$ cat src/rtl/hc3_pkg.sv
package hc3_pkg;

   // Phases of one stage; legal order is PRE -> EVAL -> ISO -> PRE.
   typedef enum logic [1:0] {
      PH_PRE  = 2'd0,
      PH_EVAL = 2'd1,
      PH_ISO  = 2'd2
   } hc3_phase_e;

   function automatic int unsigned hc3_cnt_w(input int unsigned delay);
      return (delay > 1) ? $clog2(delay) : 1;
   endfunction

endpackage

$ cat src/rtl/hc3_match_delay.sv
// Matched-delay model: counts clock steps from the start of evaluation.
module hc3_match_delay #(
   parameter int unsigned DELAY = 2
) (
   input  logic clk,
   input  logic rst_n,
   input  logic start,
   input  logic run,
   output logic expired
);
   localparam int unsigned CW = hc3_pkg::hc3_cnt_w(DELAY);
   localparam logic [CW-1:0] LAST_STEP = CW'(DELAY - 1);

   logic [CW-1:0] step_q;

   if (DELAY < 1) begin : g_bad_delay
      $error("hc3_match_delay: DELAY must be at least 1");
   end

   always_ff @(posedge clk) begin
      if (!rst_n) begin
         step_q <= '0;
      end else if (start) begin
         step_q <= '0;
      end else if (run && (step_q != LAST_STEP)) begin
         step_q <= step_q + 1'b1;
      end
   end

   assign expired = run && (step_q == LAST_STEP);

   a_r3_step_bound : assert property (@(posedge clk) disable iff (!rst_n)
      (run && !expired) |=> (step_q != '0) || start);

endmodule

$ cat src/rtl/hc3_stage_ctrl.sv
// Per-stage controller: precharge/evaluate controls, done, absorbed flag.
module hc3_stage_ctrl
   import hc3_pkg::*;
#(
   parameter int unsigned DELAY = 2
) (
   input  logic clk,
   input  logic rst_n,
   input  logic in_offer,    // predecessor holds an item not yet taken
   input  logic succ_take,   // successor takes this stage's item now
   input  logic succ_done,   // successor has finished evaluating
   output logic take,        // this stage captures from its input now
   output logic pc,          // precharge control
   output logic ev,          // evaluate control
   output logic done,        // matched-delay request/done
   output logic out_offer    // item available to successor
);
   hc3_phase_e ph_q, ph_d;
   logic       fwd_q;        // successor has taken the current item
   logic       ok2pc_q;      // successor has finished the current item
   logic       dly_exp;
   logic       to_pre;

   hc3_match_delay #(.DELAY(DELAY)) u_dly (
      .clk     (clk),
      .rst_n   (rst_n),
      .start   (take),
      .run     (ph_q == PH_EVAL),
      .expired (dly_exp)
   );

   always_comb begin
      ph_d = ph_q;
      unique case (ph_q)
         PH_PRE:  if (in_offer) ph_d = PH_EVAL;
         PH_EVAL: if (dly_exp)  ph_d = PH_ISO;
         PH_ISO:  if (ok2pc_q)  ph_d = PH_PRE;
         default: ph_d = PH_PRE;
      endcase
   end

   assign take      = (ph_q == PH_PRE) && in_offer;
   assign to_pre    = (ph_q == PH_ISO) && ok2pc_q;
   assign pc        = (ph_q == PH_PRE);
   assign ev        = (ph_q == PH_EVAL);
   assign done      = (ph_q == PH_ISO);
   assign out_offer = done && !fwd_q;

   always_ff @(posedge clk) begin
      if (!rst_n) begin
         ph_q    <= PH_PRE;
         fwd_q   <= 1'b0;
         ok2pc_q <= 1'b0;
      end else begin
         ph_q <= ph_d;
         if (to_pre)          fwd_q <= 1'b0;
         else if (succ_take)  fwd_q <= 1'b1;
         if (to_pre)                  ok2pc_q <= 1'b0;
         else if (fwd_q && succ_done) ok2pc_q <= 1'b1;
      end
   end

   // phase order
   a_r2_from_pre : assert property (@(posedge clk) disable iff (!rst_n)
      (ph_q == PH_PRE) |=> (ph_q == PH_PRE) || (ph_q == PH_EVAL));
   a_r2_from_eval : assert property (@(posedge clk) disable iff (!rst_n)
      (ph_q == PH_EVAL) |=> (ph_q == PH_EVAL) || (ph_q == PH_ISO));
   a_r2_from_iso : assert property (@(posedge clk) disable iff (!rst_n)
      (ph_q == PH_ISO) |=> (ph_q == PH_ISO) || (ph_q == PH_PRE));
   // an offered item stays offered until the successor takes it
   a_r4_offer_held : assert property (@(posedge clk) disable iff (!rst_n)
      (out_offer && !succ_take) |=> out_offer);
   // successor only takes what is offered
   a_r7_take_offered : assert property (@(posedge clk) disable iff (!rst_n)
      succ_take |-> out_offer);

endmodule

$ cat src/rtl/hc3_stage_store.sv
// Stage storage: loads at the start of evaluation, otherwise holds.
module hc3_stage_store #(
   parameter int unsigned DATA_W = 8
) (
   input  logic              clk,
   input  logic              rst_n,
   input  logic              load,
   input  logic              clr,
   input  logic [DATA_W-1:0] d_in,
   output logic [DATA_W-1:0] q
);
   always_ff @(posedge clk) begin
      if (!rst_n)    q <= '0;
      else if (load) q <= d_in;
      else if (clr)  q <= '0;
   end

   // without load or clear the stored value never moves
   a_r4_store_hold : assert property (@(posedge clk) disable iff (!rst_n)
      (!load && !clr) |=> $stable(q));

endmodule

$ cat src/rtl/hc3_pipe.sv
// Chain of three-phase stages with source and sink handshakes.
module hc3_pipe #(
   parameter int unsigned DATA_W      = 8,
   parameter int unsigned STAGES      = 4,
   parameter int unsigned DELAY       = 2,
   parameter bit          CLEAR_ON_PC = 1'b1  // model discharge of stage output
) (
   input  logic              clk,
   input  logic              rst_n,
   input  logic              src_valid,
   output logic              src_ready,
   input  logic [DATA_W-1:0] src_data,
   output logic              snk_valid,
   input  logic              snk_ready,
   output logic [DATA_W-1:0] snk_data
);
   localparam int unsigned LAST = STAGES - 1;

   if (STAGES < 1) begin : g_bad_stages
      $error("hc3_pipe: STAGES must be at least 1");
   end
   if (DATA_W < 1) begin : g_bad_width
      $error("hc3_pipe: DATA_W must be at least 1");
   end
   if (DELAY < 1) begin : g_bad_delay
      $error("hc3_pipe: DELAY must be at least 1");
   end

   logic              st_take  [STAGES];
   logic              st_pc    [STAGES];
   logic              st_ev    [STAGES];
   logic              st_done  [STAGES];
   logic              st_offer [STAGES];
   logic              st_clr   [STAGES];
   logic [DATA_W-1:0] st_q     [STAGES];
   logic              snk_take;

   assign snk_take = snk_valid && snk_ready;

   for (genvar i = 0; i < STAGES; i++) begin : g_stage
      logic              in_offer;
      logic [DATA_W-1:0] in_data;
      logic              succ_take;
      logic              succ_done;

      if (i == 0) begin : g_head
         assign in_offer = src_valid;
         assign in_data  = src_data;
      end else begin : g_mid_in
         assign in_offer = st_offer[i-1];
         assign in_data  = st_q[i-1];
      end

      if (i == LAST) begin : g_tail
         assign succ_take = snk_take;
         assign succ_done = 1'b1;
      end else begin : g_mid_out
         assign succ_take = st_take[i+1];
         assign succ_done = st_done[i+1];
      end

      if (CLEAR_ON_PC) begin : g_clr_pc
         assign st_clr[i] = st_pc[i];
      end else begin : g_keep
         assign st_clr[i] = 1'b0;
      end

      hc3_stage_ctrl #(.DELAY(DELAY)) u_ctrl (
         .clk       (clk),
         .rst_n     (rst_n),
         .in_offer  (in_offer),
         .succ_take (succ_take),
         .succ_done (succ_done),
         .take      (st_take[i]),
         .pc        (st_pc[i]),
         .ev        (st_ev[i]),
         .done      (st_done[i]),
         .out_offer (st_offer[i])
      );

      hc3_stage_store #(.DATA_W(DATA_W)) u_store (
         .clk   (clk),
         .rst_n (rst_n),
         .load  (st_take[i]),
         .clr   (st_clr[i]),
         .d_in  (in_data),
         .q     (st_q[i])
      );

      // a stage that has just captured is not yet done
      a_r3_no_early_done : assert property (@(posedge clk) disable iff (!rst_n)
         st_take[i] |=> !st_done[i] && st_ev[i]);

      if (i < LAST) begin : g_link_chk
         // isolated stage stays out of precharge while successor evaluates
         a_r5_wait_succ : assert property (@(posedge clk) disable iff (!rst_n)
            (!st_pc[i] && !st_ev[i] && st_ev[i+1]) |=> !st_pc[i]);
      end
   end

   assign src_ready = st_pc[0];
   assign snk_valid = st_offer[LAST];
   assign snk_data  = st_q[LAST];

   // sink stall holds the offered item
   a_r4_snk_hold : assert property (@(posedge clk) disable iff (!rst_n)
      (snk_valid && !snk_ready) |=> snk_valid && $stable(snk_data) && !st_pc[LAST]);
   // an accepted item closes the input for the next cycle
   a_r6_no_overflow : assert property (@(posedge clk) disable iff (!rst_n)
      (src_valid && src_ready) |=> !src_ready);

endmodule

$ cat config.mk
export PLATFORM = sky130hd
export DESIGN_NAME = hc3_pipe
export DESIGN_NICKNAME = d
export VERILOG_FILES = /design/src/rtl/hc3_pkg.sv /design/src/rtl/hc3_match_delay.sv /design/src/rtl/hc3_stage_ctrl.sv /design/src/rtl/hc3_stage_store.sv /design/src/rtl/hc3_pipe.sv
export SDC_FILE = /design/constraint.sdc
export NUM_CORES = 1
export LEC_CHECK = 0
export BUFFER_PORTS_ARGS = -buffer_cell sky130_fd_sc_hd__buf_2
export CAP_MARGIN = 10
export CORE_MARGIN = 2
export CORE_UTILIZATION = 50
export DETAILED_ROUTE_END_ITERATION = 8
export GPL_TIMING_DRIVEN = 1
export HOLD_SLACK_MARGIN = 0.03
export PLACE_DENSITY = 0.67
export SLEW_MARGIN = 20
export SYNTH_ARGS = -nofsm -noshare
export SYNTH_HDL_FRONTEND = slang
export SYNTH_SLANG_ARGS = --single-unit
$ cat constraint.sdc
create_clock -name clk -period 1.4 [get_ports clk]
set_input_delay 0.28 -clock clk [delete_from_list [all_inputs] [get_ports clk]]
set_output_delay 0.28 -clock clk [all_outputs]
set_load 0.1 [all_outputs]
== Word-level counts from Yosys, hierarchy flattened ==
Index checks and enable logic that the tools add are counted.

* Register bits: 52
* Input bits: 12
* Output and inout port bits: 10
* Logic and storage cells: 121

* Add/subtract/negate cells: 4
* Eq/ne operators: 20
* Mux-type cells: 24
* Bitwise logic cells: 5
* Reduce and logical (&&, ||, !) cells: 48

{| class="wikitable"
|+ Operator list
! kind !! number
|-
| 8-bit two-way mux || 8
|-
| 1-bit logical AND || 24
|-
| 2-bit two-way mux || 12
|-
| 2-bit case mux with 3 select lines || 4
|-
| 2-bit by 1-bit inequality test with 1-bit output (second input constant) || 10
|-
| 2-bit OR reduction || 8
|-
| 3-bit AND reduction || 4
|-
| 2-bit by 1-bit equality test with 1-bit output (second input constant) || 4
|-
| 2-bit equality test (second input constant) || 4
|-
| 2-bit logical NOT || 4
|-
| 2-bit nonzero test || 4
|-
| 1-bit NOT || 5
|-
| 1-bit adder (second input constant) || 4
|-
| 1-bit logical NOT || 4
|-
| 2-bit inequality test (second input constant) || 2
|}

== Depth between registers and ports, before layout ==
* Word-level depth: 4
* Gate-level depth with buffers: 4
* Gate-level depth less buffers: 3

== By module ==
Synthesis repeated with hierarchy kept, for this count alone.

* Cells, all modules: 234
* Area, all modules: 2512.4 um^2

{| class="wikitable"
|+ By module, submodules not included
! module !! instances !! cells each !! area an instance (um^2) !! seq. area each (um^2)
|-
| hc3_stage_store || 4 || 35 || 382.9 || 160.2
|-
| hc3_stage_ctrl || 4 || 19 || 198.9 || 80.1
|-
| hc3_match_delay || 4 || 4 || 43.8 || 20.0
|-
| hc3_pipe || 1 || 2 || 10.0 || 0.0
|}

== Worst setup path before layout ==
Ideal clock, no wire load.

* Path kind: reg2out
* Start point: reg g_stage[3].u_ctrl.ph_q[1]
* End point: out snk_valid
* Data arrival time: 1.975 ns
* Data required time: 1.120 ns
* Path slack: -0.855 ns
* Cell stages (with the launch flop): 3
* Buffers on the path: 0
* Cell sequence: dfxtp_1 or2b_2 nor2_1

* Cells in the longest elaborated chain, start to end: 2

{| class="wikitable"
|+ RTL lines
! element !! RTL line !! source
|-
| start: declaration || hc3_stage_ctrl.sv:18 || <nowiki>hc3_phase_e ph_q, ph_d;</nowiki>
|-
| start signal: assignment || hc3_stage_ctrl.sv:55 || <nowiki>ph_q <= ph_d;</nowiki>
|-
| 2-bit equality test || hc3_stage_ctrl.sv:46 || <nowiki>assign done = (ph_q == PH_ISO);</nowiki>
|-
| 1-bit logical AND || hc3_stage_ctrl.sv:47 || <nowiki>assign out_offer = done && !fwd_q;</nowiki>
|-
| end: declaration || hc3_pipe.sv:13 || <nowiki>output logic snk_valid,</nowiki>
|}

No other way between the ends.

== Worst setup path after layout ==
Same ends and word-level chain as after synthesis.

==> flow_metrics.env <==
export IMPL_synth_seq_area_share=0.5452
export IMPL_final_setup_worst_slack_ns=-0.08065
export IMPL_syn_instance_count=186
export IMPL_cpPeakStageDelay_ns=0.35
export IMPL_ioPinCount=22
export IMPL_power_density_nw_per_um2=1064
export IMPL_period_share=1.058
export IMPL_endpoint_kind="primary output"
export IMPL_drt_iter0_markers=69
export IMPL_core_sq_um=3661
export IMPL_period_needed_ns=1.481
export IMPL_vias_per_cell=5.432
export IMPL_mostFrequentLayoutCells="dfxtp_1 (49), a22o_1 (24), buf_2 (18), a21oi_1 (16), buf_4 (16)"
export IMPL_clock_path_buffers=2
export IMPL_diodes=0
export IMPL_fin_area_sq_um=2321
export IMPL_hold_path_class="in -> reg"
export IMPL_ant_nets=0
export IMPL_p_comb_frac=0.071
export IMPL_cts_root_buffer="clkbuf_8"
export IMPL_placed_cell_area_sq_um=2158
export IMPL_initial_core_util=0.5215
export IMPL_wire_per_inst_um=13.63
export IMPL_synthDistinctLibCells=37
export IMPL_cts_tree="done"
export IMPL_syn_area_sq_um=1909
export IMPL_rows=22
export IMPL_slew_viol_final=0
export IMPL_cap_violations=0
export IMPL_io_buffers=21
export IMPL_die_w_um=65.80
export IMPL_dpl_hpwl_um=2659
export IMPL_finalWeightedCongestion=0.7249
export IMPL_die_y_um=65.80
export IMPL_wirelength_um=3693
export IMPL_clock_latency_ns=0.29
export IMPL_ir_drop_mv=0.5695
export IMPL_outcome="finished, violations left"
export IMPL_hold_ws_ns=0.2403
export IMPL_die_area_sq_um=4329
export IMPL_power_internal_mw=1.909
export IMPL_drc=0
export IMPL_htree_num_levels=2
export IMPL_critPathLaunchType="register"
export IMPL_fin_nets=235
export IMPL_slew_headroom=0.6776
export IMPL_finalHoldViolations=0
export IMPL_yosysWarnings=0
export IMPL_synth_seq_cells=52
export IMPL_clockPowerShare=0.318
export IMPL_p_leak_nw=0.9302
export IMPL_timing_fmax_mhz=675.4
export IMPL_crit_fanout=2
export IMPL_avgSynthCellArea_sq_um=10.27
export IMPL_grt_max_degree=16
export IMPL_final_common_cell="dfxtp_1"
export IMPL_ctsHoldBuffers=0
export IMPL_finClkSkew_ns=0.003831
export IMPL_cts_sinks=52
export IMPL_setup_viol_count_final=1
export IMPL_seq_power_share=0.612
export IMPL_synthToLayoutAreaGrowth_pct=21.56
export IMPL_grt_use_total=0.1847
export IMPL_globalRoute_totalOverflow=0
export IMPL_first_pass_iters=4
export IMPL_worstPathArrival_ns=1.20
export IMPL_drive_above_1_share=0.2780
export IMPL_violations="negative setup slack"
export IMPL_cts_buffers=5
export IMPL_via_count=1472
export IMPL_grt_pass1_vias=1390
export IMPL_rsz0062_at_grt="true"
export IMPL_crit_path_cell_trace="or2b_4, nor2_4, buf_12"
export IMPL_grt_pass1_wl_um=6141
export IMPL_path_clk_slew_ns=0.09
export IMPL_syn_nets=198
export IMPL_slowest_stage="dfxtp_4"
export IMPL_tightest_slew_ns=0.4818
export IMPL_crit_type="reg -> out"
export IMPL_cp_required_ns=1.12
export IMPL_antenna_found_initial=0
export IMPL_switching_share=0.2268
export IMPL_power_switching_mw=0.5600
power groups by stage:
| stage | Clock (mW) | Sequential (mW) | Combinational, mW |
|---|---|---|---|
| 2_1_floorplan | 0 | 1.55 | 0.103 |
| 3_3_place_gp | 0 | 1.55 | 0.162 |
| 3_5_place_dp | 0 | 1.55 | 0.167 |
| 4_1_cts | 0.811 | 1.51 | 0.168 |
| 5_1_grt | 0.877 | 1.51 | 0.188 |
| 6_report | 0.785 | 1.51 | 0.175 |
layer usage:
layer  wire (um)  GRT usage  vias up
li1            -          -      751
met1        1654     0.2139      681
met2        1815     0.3232       32
met3         166    0.05963        8
met4          56    0.05469        0
met5           0          0        -
metrics by stage:
stage | setup TNS [ns] | total power [mW] | utilization | setup WS, ns | std cells
after floorplan | -0.01621 | 1.649 | - | -0.01621 | 186
after global placement | 0 | 1.707 | 0.5895 | 0.1564 | 256
after detailed placement | 0 | 1.715 | 0.5895 | 0.08356 | 256
after CTS | -0.08424 | 2.488 | 0.6196 | -0.08424 | 266
after global routing | -0.1285 | 2.579 | 0.6340 | -0.1285 | 271
final | -0.08065 | 2.469 | 0.6340 | -0.08065 | 271
kinds of logic after synthesis:
group | Yosys count | share of synthesized area
AO/OA/AOI/OAI | 64 | 0.2379
buffers and inverters | 16 | 0.03341
flip-flops | 52 | 0.5452
multiplexers | 1 | 0.005243
AND/OR/NAND/NOR | 53 | 0.1783
cell usage after synthesis (all sizes together):
| cell | number | share of area |
|---|---|---|
| dfxtp | 52 | 0.55 |
| inv | 7 | 0.014 |
| o21ai | 12 | 0.031 |
| o2bb2ai | 2 | 0.0092 |
| clkbuf | 5 | 0.0098 |
| a22o | 24 | 0.11 |
| a211oi | 1 | 0.0039 |
| mux2i | 1 | 0.0052 |
| nor3 | 5 | 0.013 |
| o311ai | 1 | 0.0046 |
| or2 | 1 | 0.0046 |
| o22ai | 1 | 0.0033 |
| nand2 | 3 | 0.0059 |
| a21oi | 16 | 0.042 |
| o31a | 2 | 0.0098 |
| nand3 | 8 | 0.021 |
| o221a | 2 | 0.012 |
| o31ai | 1 | 0.0039 |
| nor2 | 15 | 0.031 |
| o22a | 1 | 0.0046 |
| nand2b | 5 | 0.016 |
| and4bb | 1 | 0.0066 |
| or3b | 1 | 0.0046 |
| nor4 | 1 | 0.011 |
| a31oi | 1 | 0.0033 |
| buf | 4 | 0.0098 |
| nor4b | 2 | 0.025 |
| nor2b | 4 | 0.013 |
| and2 | 4 | 0.014 |
| or2b | 2 | 0.0085 |
| nand3b | 1 | 0.0039 |
cell type report:
type                    instances  area, sq um
clock inverters                 2        12.51
well taps                      48        60.06
fillers                       300         1340
inverters                       7        26.28
flip-flops and latches         52         1050
multi-input cells             118        819.5
clock buffers                   5        68.82
repair buffers                 39        284.0
flip-flops by register name (all words and copies together) (netlist names):
signal and cells:
g_stage.u_store.q 32, g_stage.u_ctrl.ph_q 8, g_stage.u_ctrl.fwd_q 4, g_stage.u_ctrl.ok2pc_q 4, g_stage.u_ctrl.u_dly.step_q 4
worst max-delay path, delay by kind of cell (launching register included):
family,cells,cell delay [ns]
AND/OR/NAND/NOR,2,0.37
flip-flops,1,0.35
buffers and inverters,1,0.18
final timing paths:
path | slack (ns) | cells after the start | startpoint | endpoint
max reg2reg | 0.07 | 5 | g_stage[3].u_ctrl.ph_q[0] | g_stage[3].u_store.q[3]
min | 0.24 | 3 | src_data[1] | g_stage[0].u_store.q[1]
min reg2reg | 0.48 | 1 | g_stage[1].u_store.q[4] | g_stage[2].u_store.q[4]
max | -0.08 | 3 | g_stage[3].u_ctrl.ph_q[1] | snk_valid
what timing repair did:
| action | CTS | global route |
|---|---|---|
| endpoints found under the hold margin | 0 | 0 |
| pin swaps | 2 | 3 |
| buffers inserted | 3 | 5 |
| resized for setup | 3 | 6 |
| setup endpoints to repair | 1 | 16 |
Note: power is estimated with default switching activity, not from simulation.
